[config.mk]
export PLATFORM = sky130hd
export DESIGN_NAME = audio_blk_dma
export DESIGN_NICKNAME = d
export VERILOG_FILES = /design/src/rtl/audio_blk_dma_pkg.sv /design/src/rtl/abd_addr_shadow.sv /design/src/rtl/abd_fetch_fsm.sv /design/src/rtl/audio_blk_dma.sv
export SDC_FILE = /design/constraint.sdc
export NUM_CORES = 1
export LEC_CHECK = 0
export BUFFER_PORTS_ARGS = -buffer_cell sky130_fd_sc_hd__buf_4
export CORE_AREA = 5 5 224 226
export CTS_BUF_LIST = sky130_fd_sc_hd__clkbuf_4 sky130_fd_sc_hd__clkbuf_8 sky130_fd_sc_hd__clkbuf_16
export CTS_CLUSTER_DIAMETER = 80
export DETAILED_ROUTE_END_ITERATION = 8
export DIE_AREA = 0 0 229 231
export SYNTH_ARGS = -nofsm -noshare
export SYNTH_HDL_FRONTEND = slang
export SYNTH_SLANG_ARGS = --single-unit
[constraint.sdc]
create_clock -name clk -period 5.7 [get_ports clk]
set_input_delay 0.285 -clock clk [delete_from_list [all_inputs] [get_ports clk]]
set_output_delay 0.285 -clock clk [all_outputs]
set_load 0.01 [all_outputs]
[src/rtl/audio_blk_dma_pkg.sv]
package audio_blk_dma_pkg;

   typedef enum logic [1:0] {
      FS_IDLE = 2'd0,
      FS_REQ  = 2'd1,
      FS_SEND = 2'd2
   } fetch_st_e;

   localparam logic [1:0] SEL_ADDR_UP  = 2'd0;
   localparam logic [1:0] SEL_ADDR_DN  = 2'd1;
   localparam logic [1:0] SEL_CTRL     = 2'd2;
   localparam logic [1:0] SEL_LEFT     = 2'd3;

endpackage

[src/rtl/abd_addr_shadow.sv]
module abd_addr_shadow #(
   parameter int ADDR_W = 32,
   parameter int REG_W  = 16,
   parameter int OFS_W  = 5
) (
   input  logic              clk,
   input  logic              rst_n,
   input  logic              wr_up,
   input  logic              wr_dn,
   input  logic [REG_W-1:0]  wr_data,
   output logic [ADDR_W-1:0] start_addr
);

   localparam int HALVES = 2;

   if (ADDR_W != HALVES * REG_W) begin : g_bad_split
      $error("abd_addr_shadow: ADDR_W must be twice REG_W");
   end
   if (OFS_W >= REG_W) begin : g_bad_ofs
      $error("abd_addr_shadow: OFS_W must be below REG_W");
   end

   logic                  commit;
   logic [ADDR_W-1:0]     merged;
   logic [ADDR_W-1:0]     start_q;

   // index 0 = lower half, index 1 = upper half
   for (genvar h = 0; h < HALVES; h++) begin : g_half
      logic             wr_h;
      logic             vld_q;
      logic [REG_W-1:0] sh_q;
      logic [REG_W-1:0] nxt;
      logic             full;

      assign wr_h = (h == 0) ? wr_dn : wr_up;
      assign nxt  = wr_h ? wr_data : sh_q;
      assign full = wr_h | vld_q;

      always_ff @(posedge clk or negedge rst_n) begin
         if (!rst_n) begin
            vld_q <= 1'b0;
            sh_q  <= '0;
         end else begin
            if (wr_h) sh_q <= wr_data;
            if (commit)    vld_q <= 1'b0;
            else if (wr_h) vld_q <= 1'b1;
         end
      end
   end

   assign commit = g_half[0].full & g_half[1].full & (wr_up | wr_dn);
   assign merged = {g_half[1].nxt, g_half[0].nxt};

   always_ff @(posedge clk or negedge rst_n) begin
      if (!rst_n) begin
         start_q <= '0;
      end else if (commit) begin
         start_q <= {merged[ADDR_W-1:OFS_W], {OFS_W{1'b0}}};
      end
   end

   assign start_addr = start_q;

   AST_ALIGNED_START: assert property (@(posedge clk) disable iff (!rst_n)
      start_addr[OFS_W-1:0] == '0);

   AST_HALF_ONLY_HOLDS: assert property (@(posedge clk) disable iff (!rst_n)
      (wr_up && !wr_dn && !g_half[0].vld_q) |=> $stable(start_addr));

endmodule

[src/rtl/abd_fetch_fsm.sv]
module abd_fetch_fsm
   import audio_blk_dma_pkg::*;
#(
   parameter int ADDR_W = 32,
   parameter int CNT_W  = 15,
   parameter int OFS_W  = 5,
   parameter int DATA_W = 256
) (
   input  logic              clk,
   input  logic              rst_n,
   input  logic              run,
   input  logic [CNT_W-1:0]  blocks,
   input  logic [ADDR_W-1:0] start_addr,
   output logic              mem_req,
   output logic [ADDR_W-1:0] mem_addr,
   input  logic              mem_ack,
   input  logic [DATA_W-1:0] mem_rdata,
   output logic              out_valid,
   input  logic              out_ready,
   output logic [DATA_W-1:0] out_data,
   output logic [CNT_W-1:0]  left,
   output logic              irq
);

   localparam logic [ADDR_W-1:0] STEP = ADDR_W'(1) << OFS_W;

   if (DATA_W != (8 << OFS_W)) begin : g_bad_data
      $error("abd_fetch_fsm: DATA_W must equal one block of bytes");
   end

   fetch_st_e         st_q;
   logic [ADDR_W-1:0] cur_q;
   logic [CNT_W-1:0]  left_q;
   logic [DATA_W-1:0] data_q;
   logic              irq_q;
   logic              go;

   assign go = run && (blocks != '0);

   always_ff @(posedge clk or negedge rst_n) begin
      if (!rst_n) begin
         st_q   <= FS_IDLE;
         cur_q  <= '0;
         left_q <= '0;
         data_q <= '0;
         irq_q  <= 1'b0;
      end else begin
         irq_q <= 1'b0;
         unique case (st_q)
            FS_IDLE: begin
               if (go) begin
                  cur_q  <= start_addr;
                  left_q <= blocks;
                  st_q   <= FS_REQ;
               end
            end
            FS_REQ: begin
               if (mem_ack) begin
                  data_q <= mem_rdata;
                  cur_q  <= cur_q + STEP;
                  left_q <= left_q - 1'b1;
                  st_q   <= FS_SEND;
               end
            end
            FS_SEND: begin
               if (out_ready) begin
                  if (left_q == '0) begin
                     irq_q <= 1'b1;
                     if (go) begin
                        cur_q  <= start_addr;
                        left_q <= blocks;
                        st_q   <= FS_REQ;
                     end else begin
                        st_q <= FS_IDLE;
                     end
                  end else begin
                     st_q <= run ? FS_REQ : FS_IDLE;
                  end
               end
            end
            default: st_q <= FS_IDLE;
         endcase
      end
   end

   assign mem_req   = (st_q == FS_REQ);
   assign mem_addr  = cur_q;
   assign out_valid = (st_q == FS_SEND);
   assign out_data  = data_q;
   assign left      = left_q;
   assign irq       = irq_q;

   AST_REQ_HOLD: assert property (@(posedge clk) disable iff (!rst_n)
      (mem_req && !mem_ack) |=> (mem_req && $stable(mem_addr)));

   AST_REQ_ALIGNED: assert property (@(posedge clk) disable iff (!rst_n)
      mem_req |-> (mem_addr[OFS_W-1:0] == '0));

   AST_BEAT_HOLD: assert property (@(posedge clk) disable iff (!rst_n)
      (out_valid && !out_ready) |=> (out_valid && $stable(out_data)));

   AST_LEFT_DEC: assert property (@(posedge clk) disable iff (!rst_n)
      (mem_req && mem_ack) |=> (left == $past(left) - 1'b1));

   AST_IRQ_PULSE: assert property (@(posedge clk) disable iff (!rst_n)
      irq |=> !irq);

   AST_IRQ_AFTER_LAST: assert property (@(posedge clk) disable iff (!rst_n)
      $rose(irq) |-> ($past(out_valid) && $past(out_ready) && ($past(left) == '0)));

endmodule

[src/rtl/audio_blk_dma.sv]
module audio_blk_dma
   import audio_blk_dma_pkg::*;
#(
   parameter int ADDR_W    = 32,
   parameter int REG_W     = 16,
   parameter int BLK_BYTES = 32
) (
   input  logic                   clk,
   input  logic                   rst_n,
   input  logic                   wr_en,
   input  logic [1:0]             wr_sel,
   input  logic [REG_W-1:0]       wr_data,
   input  logic [1:0]             rd_sel,
   output logic [REG_W-1:0]       rd_data,
   output logic                   mem_req,
   output logic [ADDR_W-1:0]      mem_addr,
   input  logic                   mem_ack,
   input  logic [BLK_BYTES*8-1:0] mem_rdata,
   output logic                   out_valid,
   input  logic                   out_ready,
   output logic [BLK_BYTES*8-1:0] out_data,
   output logic                   irq
);

   localparam int OFS_W  = $clog2(BLK_BYTES);
   localparam int DATA_W = BLK_BYTES * 8;
   localparam int CNT_W  = REG_W - 1;

   if ((1 << OFS_W) != BLK_BYTES) begin : g_bad_blk
      $error("audio_blk_dma: BLK_BYTES must be a power of two");
   end

   logic [REG_W-1:0]  ctrl_q;
   logic [ADDR_W-1:0] start_addr;
   logic [CNT_W-1:0]  left;

   always_ff @(posedge clk or negedge rst_n) begin
      if (!rst_n) begin
         ctrl_q <= '0;
      end else if (wr_en && (wr_sel == SEL_CTRL)) begin
         ctrl_q <= wr_data;
      end
   end

   abd_addr_shadow #(
      .ADDR_W (ADDR_W),
      .REG_W  (REG_W),
      .OFS_W  (OFS_W)
   ) u_shadow (
      .clk        (clk),
      .rst_n      (rst_n),
      .wr_up      (wr_en && (wr_sel == SEL_ADDR_UP)),
      .wr_dn      (wr_en && (wr_sel == SEL_ADDR_DN)),
      .wr_data    (wr_data),
      .start_addr (start_addr)
   );

   abd_fetch_fsm #(
      .ADDR_W (ADDR_W),
      .CNT_W  (CNT_W),
      .OFS_W  (OFS_W),
      .DATA_W (DATA_W)
   ) u_fetch (
      .clk        (clk),
      .rst_n      (rst_n),
      .run        (ctrl_q[REG_W-1]),
      .blocks     (ctrl_q[CNT_W-1:0]),
      .start_addr (start_addr),
      .mem_req    (mem_req),
      .mem_addr   (mem_addr),
      .mem_ack    (mem_ack),
      .mem_rdata  (mem_rdata),
      .out_valid  (out_valid),
      .out_ready  (out_ready),
      .out_data   (out_data),
      .left       (left),
      .irq        (irq)
   );

   always_comb begin
      unique case (rd_sel)
         SEL_ADDR_UP: rd_data = start_addr[ADDR_W-1:REG_W];
         SEL_ADDR_DN: rd_data = start_addr[REG_W-1:0];
         SEL_CTRL:    rd_data = ctrl_q;
         default:     rd_data = {{(REG_W-CNT_W){1'b0}}, left};
      endcase
   end

   AST_ONE_OUTSTANDING: assert property (@(posedge clk) disable iff (!rst_n)
      !(mem_req && out_valid));

   AST_IDLE_NO_REQ: assert property (@(posedge clk) disable iff (!rst_n)
      (!mem_req && !out_valid && !ctrl_q[REG_W-1]) |=> !mem_req);

endmodule

* Word-level counts from Yosys, hierarchy flattened *
Cells that the tools add are included.

operators by class
  equality and inequality tests = 10
  mux-type cells = 27
  reductions and logical operators = 15
  add/subtract/negate cells = 2
  bitwise gates (word level) = 5

operator list
  operator                                              number
  two-way mux 32 bit                                    4
  one-hot mux 32 bit (3 select lines)                   1
  two-way mux 15 bit                                    4
  one-hot mux 16 bit (3 select lines)                   1
  one-hot mux 15 bit (3 select lines)                   1
  adder 32 x 6 -> 32 bit (second input constant)        1
  two-way mux 16 bit                                    2
  zero test 15 bit                                      1
  nonzero test 15 bit                                   1
  subtractor 15 x 1 -> 15 bit (second input constant)   1
  two-way mux 1 bit                                     9
  two-way mux 2 bit                                     4
  != test 2 x 1 -> 1 bit (second input constant)        4
  equality test 2 x 1 -> 1 bit (second input constant)  3
  equality test 2 bit (second input constant)           3
  zero test 2 bit                                       3
  one-hot mux 2 bit (3 select lines)                    1
  logical AND 1 bit                                     4
  AND reduction 4 bit                                   1
  nonzero test 2 bit                                    2
  bitwise OR 1 bit                                      3
  AND reduction 3 bit                                   1
  nonzero test 3 bit                                    1
  bitwise AND 1 bit                                     2
  AND reduction 2 bit                                   1

word-level totals
  output and inout bits = 307
  flip-flop bits (word level) = 383

* Depth between registers and ports, before layout *
  depth in word-level cells = 6
  gate-level depth with buffers = 8
  mapped depth without buffers = 7

* Hierarchy *
A second synthesis with hierarchy kept.

second synthesis, totals
  cell total of the unflattened synthesis = 1,088
  area total of the unflattened synthesis = 15,841.4 µm²

by module, submodules not included
  module           area each (µm²)  times used  cells each
  abd_fetch_fsm    12,514.5         1           902
  abd_addr_shadow  2,270.9          1           128
  audio_blk_dma    1,056.0          1           58

* Worst setup path after synthesis *
OpenSTA, ideal clock, no wires.

  path kind = flip-flop to flip-flop
  from = reg u_fetch.cur_q[5], in the netlist u_fetch.mem_addr[5]
  to = reg u_fetch.cur_q[31], in the netlist u_fetch.mem_addr[31]
  arrival time = 1.812 ns
  period minus slack after synthesis = 1.933 ns
  library setup time = 0.121 ns
  stages on the path, launching flop included = 7
  setup slack = 3.767 ns
  cell sequence = dfrtp_1 ha_1 nand3_1 nor3_4 nand4_1 a211o_1 a22o_1

between the ends
  cells in the longest elaborated chain, start to end = 3

RTL lines
  item                                 line                 text
  start: declaration                   abd_fetch_fsm.sv:32  logic [ADDR_W-1:0] cur_q;
  start signal: assignment             abd_fetch_fsm.sv:52  cur_q <= start_addr;
  start signal: assignment             abd_fetch_fsm.sv:60  cur_q <= cur_q + STEP;
  start signal: assignment             abd_fetch_fsm.sv:70  cur_q <= start_addr;
  adder 32 x 6 -> 32 bit               abd_fetch_fsm.sv:60
  two-way mux 32 bit                   abd_fetch_fsm.sv:58  if (mem_ack) begin
  one-hot mux 32 bit (3 select lines)  abd_fetch_fsm.sv:49  unique case (st_q)

Every way passes these cells. The select of a mux whose other input is x is not followed.
A chain may end at the register's enable or synchronous reset.

* Worst setup path after layout *
  from = reg u_fetch.st_q[1]
  to = reg u_fetch.left_q[1], in the netlist u_fetch.left[1]

between the ends
  cells in the longest elaborated chain, start to end = 3
  elaborated cells between the ends (all ways) = 9

RTL lines
  item                                                                           line                 text
  start: declaration                                                             abd_fetch_fsm.sv:31  fetch_st_e st_q;
  start signal: assignment                                                       abd_fetch_fsm.sv:77  st_q <= run ? FS_REQ : FS_IDLE;
  equality test 2 bit (tied with other cells)                                    abd_fetch_fsm.sv:49
  != test 2 x 1 -> 1 bit (no source line) or nonzero test 3 bit (tied branches)  n/a
  AND reduction 4 bit (no source line)                                           n/a
  end signal: assignment                                                         abd_fetch_fsm.sv:53  left_q <= blocks;
  end signal: assignment                                                         abd_fetch_fsm.sv:61  left_q <= left_q - 1'b1;
  end signal: assignment                                                         abd_fetch_fsm.sv:71  left_q <= blocks;
  end: declaration                                                               abd_fetch_fsm.sv:33  logic [CNT_W-1:0] left_q;

Parallel ways exist; a longest one is shown, timed or not.

==> flow_summary_export.csv <==
group,metric,value,unit
run_status,outcome,"completed",
timing,grt_setup_unrepaired,"no",
power,power_leakage,11.13,nW
critical_path,crit_buf_inv,2,
timing,clock_skew,0.02620,ns
cells_and_area,drive_gt1_share,51.27,%
floorplanning,pin_count,588,
floorplanning,start_util,32.40,%
route,dr_total_vias,12570,
route,drtIter0Drc,861,
critical_path,required,6.19,ns
synth,synth_top_flop_cell,"dfrtp_1",
floorplanning,die_area,0.05290,mm2
route,drt-total-wl,56.06,mm
synth,syn-instance-count,1086,
route,routedWlPerCell,21.64,um
clocking,cts_tree,"done",
critical_path,reg2reg_depth,7,
timing,slew_headroom,32.41,%
critical_path,crit_arrival,3.30,ns
run,cap_violations,0,
synth,yosysWarningCount,0,
global_routing,grt_pass1_wl,85.46,mm
clocking,cts-resized-gates,0,
timing,tightestPinTransition,1.014,ns
synth,synthArstFlopShare,100.0,%
critical_path,critPathMaxFanout,70,
route,routed_via_density,4.854,
critical_path,worstSetupPathType,"reg2reg",
critical_path,reg2reg_from,"u_fetch.st_q[1]",
clocking,clock_sinks,373,
route,ant_nets,0,
global_routing,grtUsageTotal,20.52,%
timing,hold_slack,0.1452,ns
clocking,clock_path_buffers,3,
clocking,clk_pin_slew,0.06,ns
cells_and_area,mostFrequentLayoutCells,"buf_4 (585), dfrtp_1 (373), mux2_2 (304), dlygate4sd3_1 (276), clkbuf_16 (45)",
power,ir_worst_vdd,353.5,uV
critical_path,cpPeakStageDelay,0.62,ns
place,gp_congestion,0.8758,
synth,synth_top_area_share,59.85,%
global_routing,grt_max_degree,150,
critical_path,critPathSlowestCell,"nor2_4",
power,p_comb_share,42.3,%
timing,setup_violations,0,
timing,fin_crit_sh,49.23,%
power,clock_power_share,21.3,%
cells_and_area,synthToLayoutAreaGrowth,58.68,%
critical_path,worstPathCellList,"nand2b_1, inv_2, buf_4, nand2_1, o31a_4, nor2_4, mux2i_1",
critical_path,end_kind,"flip-flop",
timing,finalCriticalPeriod,2.806,ns
synth,syn-cell-area,0.01560,mm2
place,hpwl,39.09,mm
timing,fin_setup_tns,0,ns
synth,ys_seq_area_share,59.85,%
critical_path,worst_setup_path_start_kind,"flip-flop",
synth,synth-edff-count,0,
timing,timing.fmax,0.3563,GHz
cells_and_area,final_common_cell,"buf_4",
cells_and_area,n_fill_cell,3991,
power,switching_share,35.46,%
critical_path,critPathTopFamily,"simple AND/OR/NAND/NOR gates",
route,drcViolationCount,0,
critical_path,r2r_slack,2.89,ns
synth,ys_ff_latch,373,
floorplanning,dieHeight,231,um
synth,yosys.area.top_type,"dfrtp_1",
critical_path,rr_endpoint,"u_fetch.left[1]",
cells_and_area,fin_util,51.41,%
power,p_per_area,541.3,mW/mm2
worst_hold_path,hp-class,"in2reg",
floorplanning,core,0.04814,mm2
floorplanning,num_rows,81,
power,seq_power_share,36.5,%
timing,hold_viol_final,0,
cells_and_area,layout.nets,2219,
power,p_sw,4.751,mW
timing,final_max_slew_viol_count,0,
clocking,cts_buffers,44,
critical_path,critPathCapture,"u_fetch.left[1]",
clocking,cts_root_buf,"clkbuf_16",
clocking,insertion_delay,0.57,ns
critical_path,crit_start,"u_fetch.st_q[1]",
power,intPower,8.646,mW
synth,yosys.cell_types.count,65,
floorplanning,dieWidth,229,um
global_routing,grt_overflow,0,
place,port_buffers,582,
global_routing,grt_antenna_before_repair,4,
synth,syn_area_per_cell,14.36,um2
critical_path,cp.depth,7,
clocking,post_cts_buffers,0,
global_routing,first_global_vias,13560,
clocking,htreeDepth,2,
route,dr.pass1.iters,6,
synth,synth_area_leaders,"dfrtp_1 (60%), mux2_2 (22%), mux2_1 (1.6%)",
-- layer usage --
| layer | global-route usage [%] | wire length, um | vias up | share of wire [%] |
|---|---|---|---|---|
| li1 | - | - | 5714 | - |
| met1 | 25.08 | 21970 | 6246 | 39 |
| met5 | 0 | 27 | - | 0.048 |
| met2 | 33.76 | 27190 | 495 | 49 |
| met4 | 8.138 | 2276 | 4 | 4.1 |
| met3 | 6.764 | 4593 | 114 | 8.2 |
-- area by class of cell --
type	instances	area (um2)	area share, %
inverters	9	33.78	0.1365
well taps	622	778.2	3.145
multi-input cells	642	5892	23.81
repair buffers	865	7229	29.21
clock inverters	8	88.84	0.3589
clock buffers	69	1388	5.607
diodes	2	5.005	0.02022
flip-flops and latches	373	9334	37.71
-- worst min path at each step --
stage	endpoint	start	slack, ns	depth (start not counted)
2_1_floorplan	ctrl_q[0]	rst_n	-0.01	0
3_3_place_gp	u_shadow.g_half[1].vld_q	rst_n	0.34	1
3_5_place_dp	u_shadow.g_half[0].vld_q	rst_n	0.34	1
4_1_cts	u_shadow.g_half[1].vld_q	wr_en	0.11	4
5_1_grt	u_shadow.g_half[1].vld_q	wr_en	0.16	3
6_report	u_shadow.g_half[1].vld_q	wr_en	0.15	4
-- kinds of logic after synthesis --
| logic type | after synthesis | share of synthesized area [%] |
|---|---|---|
| compound gates | 158 | 6.755 |
| fa+ha+maj | 3 | 0.2407 |
| buf+inv | 75 | 2.503 |
| flops | 373 | 59.85 |
| mux | 345 | 25.56 |
| other cells | 1 | 0.02404 |
| simple gates | 131 | 5.070 |
-- cells in the mapped netlist, types with 3 or more instances --
cell and count:
a21oi_1 29, a2bb2oi_1 7, a31oi_1 21, a41oi_1 4, and3_1 3, and4_1 3, buf_2 36, buf_4 8
clkbuf_1 17, dfrtp_1 373, ha_1 3, inv_1 8, mux2_1 22, mux2_2 304, mux2i_1 9, mux4_2 10
nand2_1 24, nand2b_1 4, nand3_1 17, nand3b_1 3, nand4_1 4, nand4_2 3, nor2_1 26, nor3_1 13
nor4_1 8, o21ai_0 43, o21ai_1 6, o22a_1 6, o22ai_1 12, o31ai_1 9, or3_1 5
-- worst register-to-register path, cell delays in order (launching register included) --
cell,delay [ns]
dfrtp_1,0.39
nand2b_1,0.18
inv_2,0.07
buf_4,0.56
nand2_1,0.34
o31a_4,0.31
nor2_4,0.62
mux2i_1,0.26
-- through the flow --
step,setup slack [ns],instance area [um2],power (mW),instances
3_5_place_dp,2.921,20500,10.39,2235
6_report,2.894,24750,13.40,2590
2_1_floorplan,3.767,15610,7.498,1090
3_3_place_gp,2.977,20500,10.28,2235
4_1_cts,2.894,24740,13.45,2588
5_1_grt,2.697,24750,14.15,2590
-- timing repair --
item,CTS,global route
endpoints found under the hold margin,385,0
hold buffers,276,0
setup endpoints to repair,0,0
-- power groups by stage --
| stage | Clock [mW] | Sequential [mW] | Combinational, mW |
|---|---|---|---|
| after global routing | 3.03 | 5.05 | 6.07 |
| after detailed placement | 0 | 4.89 | 5.50 |
| final | 2.85 | 4.89 | 5.66 |
| after global placement | 0 | 4.85 | 5.43 |
| after CTS | 2.91 | 4.86 | 5.69 |
| after floorplan | 0 | 5.13 | 2.36 |
-- flip-flops by register name (all words and copies together) (netlist names) --
name,flops
u_fetch.left,15
u_fetch.irq,1
ctrl_q,16
u_shadow.start_addr,27
u_fetch.mem_addr,27
u_fetch.st_q,2
u_shadow.g_half.sh_q,27
u_shadow.g_half.vld_q,2
u_fetch.out_data,256
Note: power is estimated with default switching activity, not from simulation.
